[config.mk]
export PLATFORM = sky130hd
export DESIGN_NAME = stack_window_sp
export DESIGN_NICKNAME = d
export VERILOG_FILES = /design/src/rtl/stkp_pkg.sv /design/src/rtl/sp_ctrl.sv /design/src/rtl/sp_reg.sv /design/src/rtl/sp_ram.sv /design/src/rtl/stack_window_sp.sv
export SDC_FILE = /design/constraint.sdc
export NUM_CORES = 1
export LEC_CHECK = 0
export BUFFER_PORTS_ARGS = -buffer_cell sky130_fd_sc_hd__buf_2
export CAP_MARGIN = 10
export CORE_MARGIN = 2
export CORE_UTILIZATION = 57
export CTS_BUF_LIST = sky130_fd_sc_hd__clkbuf_8
export CTS_CLUSTER_DIAMETER = 60
export DETAILED_ROUTE_END_ITERATION = 16
export PLACE_DENSITY = 0.71
export SYNTH_ARGS = -nofsm -noshare
export SYNTH_HDL_FRONTEND = slang
export SYNTH_SLANG_ARGS = --single-unit
[constraint.sdc]
create_clock -name clk -period 3.29 [get_ports clk]
set_input_delay 0.1645 -clock clk [delete_from_list [all_inputs] [get_ports clk]]
set_output_delay 0.1645 -clock clk [all_outputs]
set_load 0.02 [all_outputs]
[src/rtl/stkp_pkg.sv]
// Shared definitions for the fixed-page stack pointer.
// Assumes one resolved operation per clock cycle.
package stkp_pkg;
    typedef enum logic [2:0] {
        OP_IDLE   = 3'd0,
        OP_PUSH   = 3'd1,
        OP_PULL   = 3'd2,
        OP_RELOAD = 3'd3,
        OP_CLASH  = 3'd4
    } stk_op_e;
endpackage

[src/rtl/sp_ctrl.sv]
// Request arbiter: turns the raw request lines into one operation.
// The reload command wins over everything else. Push plus pull together
// is a clash, and the clash is reported as a registered one-cycle pulse.
// Assumes synchronous active-low reset.
module sp_ctrl
    import stkp_pkg::*;
(
    input  logic    clk,
    input  logic    rst_n,
    input  logic    push_req,
    input  logic    pull_req,
    input  logic    rsp_cmd,
    output stk_op_e op,
    output logic    clash_err
);
    // Resolve priority among the request lines.
    always_comb begin
        if (rsp_cmd)                    op = OP_RELOAD;
        else if (push_req && pull_req)  op = OP_CLASH;
        else if (push_req)              op = OP_PUSH;
        else if (pull_req)              op = OP_PULL;
        else                            op = OP_IDLE;
    end

    // Register the clash indication as a single-cycle pulse.
    always_ff @(posedge clk) begin
        if (!rst_n) clash_err <= 1'b0;
        else        clash_err <= (op == OP_CLASH);
    end
endmodule

[src/rtl/sp_reg.sv]
// Pointer offset register: holds the writable low bits of the stack pointer.
// A push uses the current offset and then decrements it. A pull increments
// first, and the incremented offset is the read index. Arithmetic is modulo
// the page size, so both page ends wrap silently.
// Assumes synchronous active-low reset; the reset value is all ones.
module sp_reg
    import stkp_pkg::*;
#(
    parameter int OFS_W = 6
) (
    input  logic             clk,
    input  logic             rst_n,
    input  stk_op_e          op,
    output logic [OFS_W-1:0] ofs_cur,
    output logic [OFS_W-1:0] ofs_up
);
    localparam logic [OFS_W-1:0] OFS_TOP = {OFS_W{1'b1}};
    localparam logic [OFS_W-1:0] OFS_ONE = OFS_W'(1);

    logic [OFS_W-1:0] ofs_q;
    logic [OFS_W-1:0] ofs_dn;

    // Neighbouring offsets, wrapping inside the page.
    always_comb begin
        ofs_up = ofs_q + OFS_ONE;
        ofs_dn = ofs_q - OFS_ONE;
    end

    // Update the offset according to the resolved operation.
    always_ff @(posedge clk) begin
        if (!rst_n) begin
            ofs_q <= OFS_TOP;
        end else begin
            case (op)
                OP_RELOAD: ofs_q <= OFS_TOP;
                OP_PUSH:   ofs_q <= ofs_dn;
                OP_PULL:   ofs_q <= ofs_up;
                default:   ofs_q <= ofs_q;
            endcase
        end
    end

    assign ofs_cur = ofs_q;
endmodule

[src/rtl/sp_ram.sv]
// Stack storage: single write port, synchronous read into an output register.
// The storage array has no reset; only the read register is reset.
// Assumes write and read are never requested in the same cycle.
module sp_ram #(
    parameter int DATA_W = 8,
    parameter int OFS_W  = 6
) (
    input  logic              clk,
    input  logic              rst_n,
    input  logic              wr_en,
    input  logic [OFS_W-1:0]  wr_idx,
    input  logic [DATA_W-1:0] wr_data,
    input  logic              rd_en,
    input  logic [OFS_W-1:0]  rd_idx,
    output logic [DATA_W-1:0] rd_data
);
    localparam int DEPTH = 1 << OFS_W;

    logic [DATA_W-1:0] mem [DEPTH];

    // Store a pushed byte.
    always_ff @(posedge clk) begin
        if (wr_en) mem[wr_idx] <= wr_data;
    end

    // Capture a pulled byte; hold it otherwise.
    always_ff @(posedge clk) begin
        if (!rst_n)     rd_data <= '0;
        else if (rd_en) rd_data <= mem[rd_idx];
    end
endmodule

[src/rtl/stack_window_sp.sv]
// Fixed-page stack pointer with its stack memory.
// The upper address bits come from PAGE_TOP and cannot change. Only the low
// OFS_W bits move. PAGE_TOP must have its low OFS_W bits all set, so that a
// reset or reload lands on PAGE_TOP itself.
// Assumes synchronous active-low reset.
module stack_window_sp
    import stkp_pkg::*;
#(
    parameter int              ADDR_W   = 16,
    parameter int              DATA_W   = 8,
    parameter int              OFS_W    = 6,
    parameter logic [ADDR_W-1:0] PAGE_TOP = 16'h00FF
) (
    input  logic              clk,
    input  logic              rst_n,
    input  logic              push_req,
    input  logic              pull_req,
    input  logic              rsp_cmd,
    input  logic [DATA_W-1:0] push_data,
    output logic [ADDR_W-1:0] sp_addr,
    output logic [DATA_W-1:0] pop_data,
    output logic              clash_err
);
    localparam int FIX_W = ADDR_W - OFS_W;
    localparam logic [FIX_W-1:0] FIXED_HI = PAGE_TOP[ADDR_W-1:OFS_W];

    stk_op_e          op;
    logic [OFS_W-1:0] ofs_cur;
    logic [OFS_W-1:0] ofs_up;

    sp_ctrl u_ctrl (
        .clk       (clk),
        .rst_n     (rst_n),
        .push_req  (push_req),
        .pull_req  (pull_req),
        .rsp_cmd   (rsp_cmd),
        .op        (op),
        .clash_err (clash_err)
    );

    sp_reg #(.OFS_W(OFS_W)) u_reg (
        .clk     (clk),
        .rst_n   (rst_n),
        .op      (op),
        .ofs_cur (ofs_cur),
        .ofs_up  (ofs_up)
    );

    sp_ram #(.DATA_W(DATA_W), .OFS_W(OFS_W)) u_ram (
        .clk     (clk),
        .rst_n   (rst_n),
        .wr_en   (op == OP_PUSH),
        .wr_idx  (ofs_cur),
        .wr_data (push_data),
        .rd_en   (op == OP_PULL),
        .rd_idx  (ofs_up),
        .rd_data (pop_data)
    );

    // Form the full address from the hardwired bits and the live offset.
    always_comb sp_addr = {FIXED_HI, ofs_cur};
endmodule

==> metrics list, run 1 <==
- The run finished with clean final reports.
- Sequential elements use 75.4% of the synthesized area.
- The root buffer cell chosen for the clock tree is sky130_fd_sc_hd__clkbuf_8.
- On the critical path, the stage with the largest delay is an instance of sky130_fd_sc_hd__nor3_1.
- CTS Buffer Depth: 3
* Measured slew at the worst slew-check pin: 1.20 ns
- Tracing the worst setup path back leads to its startpoint at u_reg.ofs_cur[1].
- The die covers approximately 38000 um^2.
- Capturing element type of the critical path: flop
- Primary FF master, synth: sky130_fd_sc_hd__edfxtp_1
- Number of cells traversed by the worst register-to-register path: 7
- Number of nets in the final layout: around 1200
* Insertion delay to the later sink of the worst-skew pair: 0.64 ns
- EDFF count, synth: 512
- Once the clock tree was built, the resizer swapped 0 gates to a different size.
* Num Clock Sinks: 527
- Die X: 195 um
- After synthesis, the largest area contributor takes up 74.0% of total cell area.
- By instance count, the cell type seen most on the critical path is sky130_fd_sc_hd__nand3_1.
- The most common cell in the synthesized netlist is sky130_fd_sc_hd__edfxtp_1.
- Initial detailed-routing violation count: around 1200
* Layout-stage area growth over the synthesis result: 13.7%
- Layout cell share with drive strength beyond 1: 29.9%
* Worst setup slack before clock tree synthesis: 0.296 ns
- By startpoint and endpoint, the worst setup path is classified as reg2reg.
- In this run, synthesis produced a sequential element count of 527.
- Reg2Reg Capture Point: u_ram.rd_data[0]
- Walking the worst path, the cells encountered are ha_1, nand3_1, xnor2_1, nor3_1, nand3_1, o2111ai_1, o21ai_1.
- Area inside the core boundary: 35700 um^2
- Relative max-transition margin: 19.9%
- Averaged over all synthesized cells, the footprint is about 20 um^2.
- For the final database, setup skew stands at 0.0224 ns.
- The first global-routing pass estimated 69500 um of wire.
- Setup slack closes at 0.207 ns.
- After synthesis, the share of flip-flops with an asynchronous set or reset is 0%.
- The synthesized netlist contains 48 unique library cells.
* Pre-Repair DR Iteration Count: 5
- The repair_antennas step left the layout with diodes totalling 0.
* Post-route minimum period: 3.08 ns
- For the worst setup path, the data required time is between 3 and 4 ns.
* Arrival time reported for the critical path endpoint: 3.60 ns
* Detailed-route wire length: 46700 um
- Final period util: 93.7%
- Vias per inst: 6.21
* Setup violations, final: 0
- Maximum number of pins on one net before global-route repair: 74
- Row generation in the floorplan step produced 69 rows.
* Final Hold Fails: 0
- Yosys warnings: 0
- Overall via count from detail_route: approximately 11000
- Static Leak: 7.74 nW
- Along the worst path, the maximum fanout reaches 7.
* CTS tree: yes
- Biggest cell delay along the critical path: 0.90 ns
- Global routing finished with a remaining overflow of 0.
* Post-placement cell area: roughly 22000 um^2
- FILL cells: 2379
* Average wire length per cell after detail routing: 27.2 um
- Overall Global Routing Usage: 25.3%
- Measured along the y axis, the die boundary spans 195 um.
* ANT nets after route: 0
- The worst setup path is launched from a flop.
- Number of primary I/O pins: 38
- Total CTS buffers: 82
- The final count of pins violating max slew is 0.
- Cells taking the most area after synthesis: sky130_fd_sc_hd__edfxtp_1 74%, sky130_fd_sc_hd__mux4_2 15%, sky130_fd_sc_hd__nor2_1 1.6%
* Unrepaired setup endpoints after global routing: false
- After synthesis the cells add up to 20800 um^2.
* Weighted congestion reported at the end of routability-driven placement: 0.896
- After routing the design area is 23600 um^2.
- In the final timing run, aggregate negative setup slack is 0 ns.
- Clock Pin Slew Worst Setup and Hold Paths: 0.07 ns
- Dividing total power by cell area gives a power density of 585 nW/um^2.
- Total power consumption of the routed design: 13.8 mW
- The worst hold path belongs to the class in2reg.
- The worst-case IR drop observed on VDD is 0.465 mV.
- The tool flagged a number of max-cap violations equal to 0.
- The startpoint identified for the worst register-to-register timing path is u_reg.ofs_cur[1].
- The initial antenna violation count came to 0.
- Vias in the first global route: 10800
- Endpoint of the worst setup timing path: u_ram.rd_data[0]
* Number of design rule violations left after detail routing: 0
* Post-synthesis instance total: 1036
- Half-perimeter wire length after placement: 28800 um
- Most used standard cells in the synthesized netlist: 512 x sky130_fd_sc_hd__edfxtp_1, 134 x sky130_fd_sc_hd__mux4_2, 87 x sky130_fd_sc_hd__nor2_1, 84 x sky130_fd_sc_hd__nand2_1, 23 x sky130_fd_sc_hd__buf_4
- Count of H-tree levels built during CTS: 3
- Starting density of the core: 58.1%
- The largest total area in the synthesized netlist belongs to sky130_fd_sc_hd__edfxtp_1.
- Static timing analysis puts the maximum clock frequency at 324 MHz.
- Setup slack of the most critical reg-to-reg path: 0.21 ns
- IO buf count: 27
## what timing repair did
item | in CTS | in global routing
endpoints found under the hold margin | 7 | 11
hold buffers | 5 | 1
buffers inserted | 0 | 0
## power by group
group | switching [mW] | leakage (nW) | internal [mW]
registers | 0.0502 | 4.72 | 7.39
clock network | 2.48 | 0.879 | 2.74
logic | 0.707 | 2.14 | 0.442
total | 3.24 | 7.74 | 10.6
## area by class of cell
class                      count  area [um^2]  area share, %
clock inverter                60          369           1.56
tap                          461          577           2.44
multi-input combinational    453         4790           20.3
timing repair buffer         131         1020           4.31
clock buffer                  86         1180           5.01
sequential                   527        15700           66.4
inverter                       2         7.51         0.0318
## registers in the layout (all words and copies together) (netlist names)
register          count
u_ram.mem           512
u_ram.rd_data         8
u_reg.ofs_cur         6
u_ctrl.clash_err      1
## worst min-delay path by stage
stage	slack, ns	depth (start not counted)	startpoint	to
floorplan	0.26	0	push_data[0]	u_ram.mem[0][0]
global placement	0.48	2	push_req	u_reg.ofs_cur[5]
detailed placement	0.49	2	push_req	u_reg.ofs_cur[5]
CTS	0.19	1	push_data[1]	u_ram.mem[40][1]
global route	0.08	1	push_data[4]	u_ram.mem[23][4]
finish	0.07	1	push_data[4]	u_ram.mem[23][4]
## cell usage in the layout (no fill, tap or decap), drive strengths merged, types with 5 or more instances in the layout
cell,n
mux2i,15
nand3,23
dlygate4sd3,6
conb,10
buf,125
nor2,87
o2111ai,13
nor3,5
nand2,84
xnor2,6
dfxtp,15
clkbuf,86
a32oi,14
inv,28
mux4,135
edfxtp,512
nand4,7
o21ai,9
clkinv,26
## layer usage
metal  vias to the layer above  global-route usage [%]  share of wire, %
li1                       4559                       -                 -
met1                      5522                    36.1                40
met2                       514                    38.5                48
met3                        88                    6.16               8.9
met4                         2                    9.16               2.8
met5                         -                    1.15              0.12
## worst max-delay path, delay by kind of cell (launching register included)
kind                       cells  cell delay (ns)
AOI/OAI and AO/OA              2             0.36
xor gates and xnor gates       1             0.29
adders and majority gates      1             0.44
DFF                            1             0.42
and+or+nand+nor                3             1.46
## per-stage QoR
step / hold slack [ns] / cells / util, %
detailed placement: 0.487 / 1566 / 61.5
CTS: 0.191 / 1717 / 66.0
finish: 0.0735 / 1720 / 66.1
global placement: 0.481 / 1566 / 61.5
floorplan: 0.263 / 1044 / -
global route: 0.0836 / 1720 / 66.1
## cell families after synthesis
logic type	count (synthesis)	synth area share [%]
flip-flops	527	75.4
AND/OR/NAND/NOR	225	4.64
multiplexers	150	15.4
buffers and inverters	64	1.77
AO/OA/AOI/OAI	56	2.05
XOR/XNOR	10	0.584
adder cells (fa/ha/maj)	2	0.120
other	2	0.0361
No activity file was read; power rests on OpenSTA's default activity.
==> inputs of run 2 (changes only) <==
Settings changed: RECOVER_POWER set to 25.
==> metrics list, run 2 (synthesized netlist as in run 1, its figures left out) <==
* Result of the run: finished with violations (was complete, no violations)
* Cell internal power dissipation: 10.6 mW (about the same)
- Pre-Repair DR Iteration Count: 7 (was 5)
- Critical path data required time: 3.81 ns (about the same)
- The flip-flop count of the largest register after layout was 512 (unchanged).
- Commonest cells after routing, fill and taps aside: 512 x sky130_fd_sc_hd__edfxtp_1, 134 x sky130_fd_sc_hd__mux4_2, 91 x sky130_fd_sc_hd__buf_4, 87 x sky130_fd_sc_hd__nor2_1, 86 x sky130_fd_sc_hd__clkbuf_8 (unchanged)
- Most common cell after layout, fill and taps aside: sky130_fd_sc_hd__edfxtp_1 (unchanged)
- The reported leakage power is 7.72 nW (was 7.74 nW).
* DP Cell Count: 1566 (unchanged)
* Resized cells post-CTS: 0 (unchanged)
- The most prevalent standard cell on the critical path is sky130_fd_sc_hd__nand3_1 (unchanged).
- CP bufs+invs: 0 (unchanged)
- Unrepaired setup endpoints after global routing: false (unchanged).
* Post-placement cell area: 22000 um^2 (unchanged)
* Count of H-tree levels built during CTS: 3 (unchanged)
* PD cells: 585 nW/um^2 (about the same)
- Setup total negative slack: 0 ns (unchanged)
- The nature of the critical path startpoint is a flop (unchanged).
- Ordered list of cells on the worst path: ha_1, nand3_1, xnor2_1, nor3_1, nand3_1, o2111ai_1, o21ai_1 (unchanged)
* Total CTS buffers: 82 (unchanged)
- Setup violations, final: 0 (unchanged)
* Non-Filler Instances: 1720 (unchanged)
* Hold slack: 0.357 ns (was 0.0735 ns)
- ANT nets after route: 0 (unchanged)
- Final Hold Fails: 0 (unchanged)
- The portion of the clock cycle consumed by the worst path in the final layout was 94.3% (was 93.7%).
- The total power after layout came to 13.8 mW (about the same).
* Area of combinational cells with multiple inputs: 4790 um^2 (unchanged)
- The family with the most delay on the worst path is simple AND/OR/NAND/NOR gates (unchanged).
* Overall Global Routing Usage: 25.3% (unchanged)
- Critical Path Slowest Stage Cell: sky130_fd_sc_hd__nor3_1 (unchanged)
- Weighted congestion reported at the end of routability-driven placement: 0.896 (unchanged)
- The die footprint was 38000 um^2 (unchanged).
* Post-route minimum period: 3.10 ns (was 3.08 ns)
- The post-route clock skew is 0.0224 ns (about the same).
- Height of the chip: 195 um (unchanged)
- Wire length of the first global-routing pass: 69500 um (unchanged)
- The pre-CTS setup slack came to 0.296 ns (unchanged).
- The register bank with the most flops is u_ram.mem (unchanged).
* Capturing element type of the critical path: flop (unchanged)
- The register clock-pin slew on the reported worst setup and hold paths came to 0.07 ns (about the same).
- Setup repair bufs after CTS: 0 (unchanged)
* Largest vdd supply drop: 0.465 mV (about the same)
- The initial antenna violation count came to 0 (unchanged).
* Failing checks: max-capacitance violations, max-slew violations
- CTS Buffer Depth: 3 (unchanged)
- Insertion delay to the later sink of the worst-skew pair: 0.63 ns (was 0.64 ns)
- The net switching power figure came to 3.23 mW (was 3.24 mW).
* Num Clock Sinks: 527 (unchanged)
- The fraction of layout cells with a size suffix above 1 was 29.2% (was 29.9%).
- Maximum number of pins on one net before global-route repair: 74 (unchanged)
- The clock share of power is 37.8% (about the same).
* Cell area after layout: 23600 um^2 (about the same)
* Number of rows created at floorplan: 69 (unchanged)
- Register area: 15700 um^2 (unchanged)
- The via count normalized by instance count came to 6.21 (about the same).
* Remaining global-route overflow: 0 (unchanged)
* Relative max-transition margin: -63.5% (was 19.9%)
- Number of max-slew violations in the final report: 284 (was 0)
- Critical Setup Path Class: reg2reg (unchanged)
- Number of primary I/O pins: 38 (unchanged)
- The final wirelength came to 46800 um (was 46700 um).
* Antenna diodes: 0 (unchanged)
* Number of nets in the final layout: 1212 (unchanged)
* Worst Path Max Fanout: 7 (unchanged)
- Area inside the core boundary: 35700 um^2 (unchanged)
- Final standard cell utilization of the core: 66.0% (was 66.1%)
* Combinational group share of total power: 8.3% (about the same)
- Sw Share: 23.4% (about the same)
* Half-perimeter wire length after placement: 28800 um (unchanged)
* Arrival time reported for the critical path endpoint: 3.62 ns (was 3.60 ns)
- The TritonCTS clock tree is yes (unchanged).
- Measured slew at the worst slew-check pin: 2.45 ns (was 1.20 ns)
* Path category of the worst min-delay check: in2reg (unchanged)
- The via count came to 10700 (about the same).
* Layout-stage area growth over the synthesis result: 13.6% (was 13.7%)
- FILL cells: 2382 (was 2379)
* Post-route worst setup slack: 0.186 ns (was 0.207 ns)
- The longest individual stage delay on the worst path is 0.90 ns (about the same).
* Number of design rule violations left after detail routing: 0 (unchanged)
- IO buf count: 27 (unchanged)
* Vias in the first global route: 10800 (unchanged)
* Post-CTS Hold Fix Bufs: 5 (unchanged)
* Sequential power share: 53.9% (about the same)
* Die X: 195 um (unchanged)
* Initial detailed-routing violation count: 1251 (was 1183)
- The maximum clock rate is 322 MHz (was 324 MHz).
- Average wire length per cell after detail routing: 27.2 um (about the same)
* Starting density of the core: 58.1% (unchanged)
- The total of max-cap violations came to 6 (was 0).
- Cell at the root of the clock tree: sky130_fd_sc_hd__clkbuf_8 (unchanged)
[run 2: metal layers]
layer / GRT usage [%] / share of wire, %
met5: 1.15 / 0.12
met1: 36.1 / 40
met2: 38.5 / 48
met4: 9.16 / 2.6
met3: 6.16 / 8.8
[run 2: power groups by stage]
stage               Clock (mW)  Sequential, mW  Combinational, mW
CTS                       5.32            7.44               1.14
detailed placement           0            7.58               1.14
global route              5.60            7.44               1.22
floorplan                    0            7.57              0.695
global placement             0            7.58               1.13
finish                    5.21            7.44               1.15
[run 2: layout make-up]
type	instances	area share (%)
clock inverter	60	1.56
clock buffer	86	5.02
tap	461	2.44
sequential	527	66.4
multi-input combinational	453	20.3
timing repair buffer	131	4.21
inverter	2	0.0318
[run 2: path summary, 6_finish.rpt]
kind | cells after the start | slack (ns) | endpoint | from
worst max-delay path | 7 | 0.19 | u_ram.rd_data[0] | u_reg.ofs_cur[1]
worst min-delay path | 1 | 0.36 | u_ram.mem[59][6] | push_data[6]
worst max register to register | 7 | 0.19 | u_ram.rd_data[0] | u_reg.ofs_cur[1]
worst min register to register | 2 | 0.68 | u_ram.rd_data[7] | u_ram.rd_data[7]
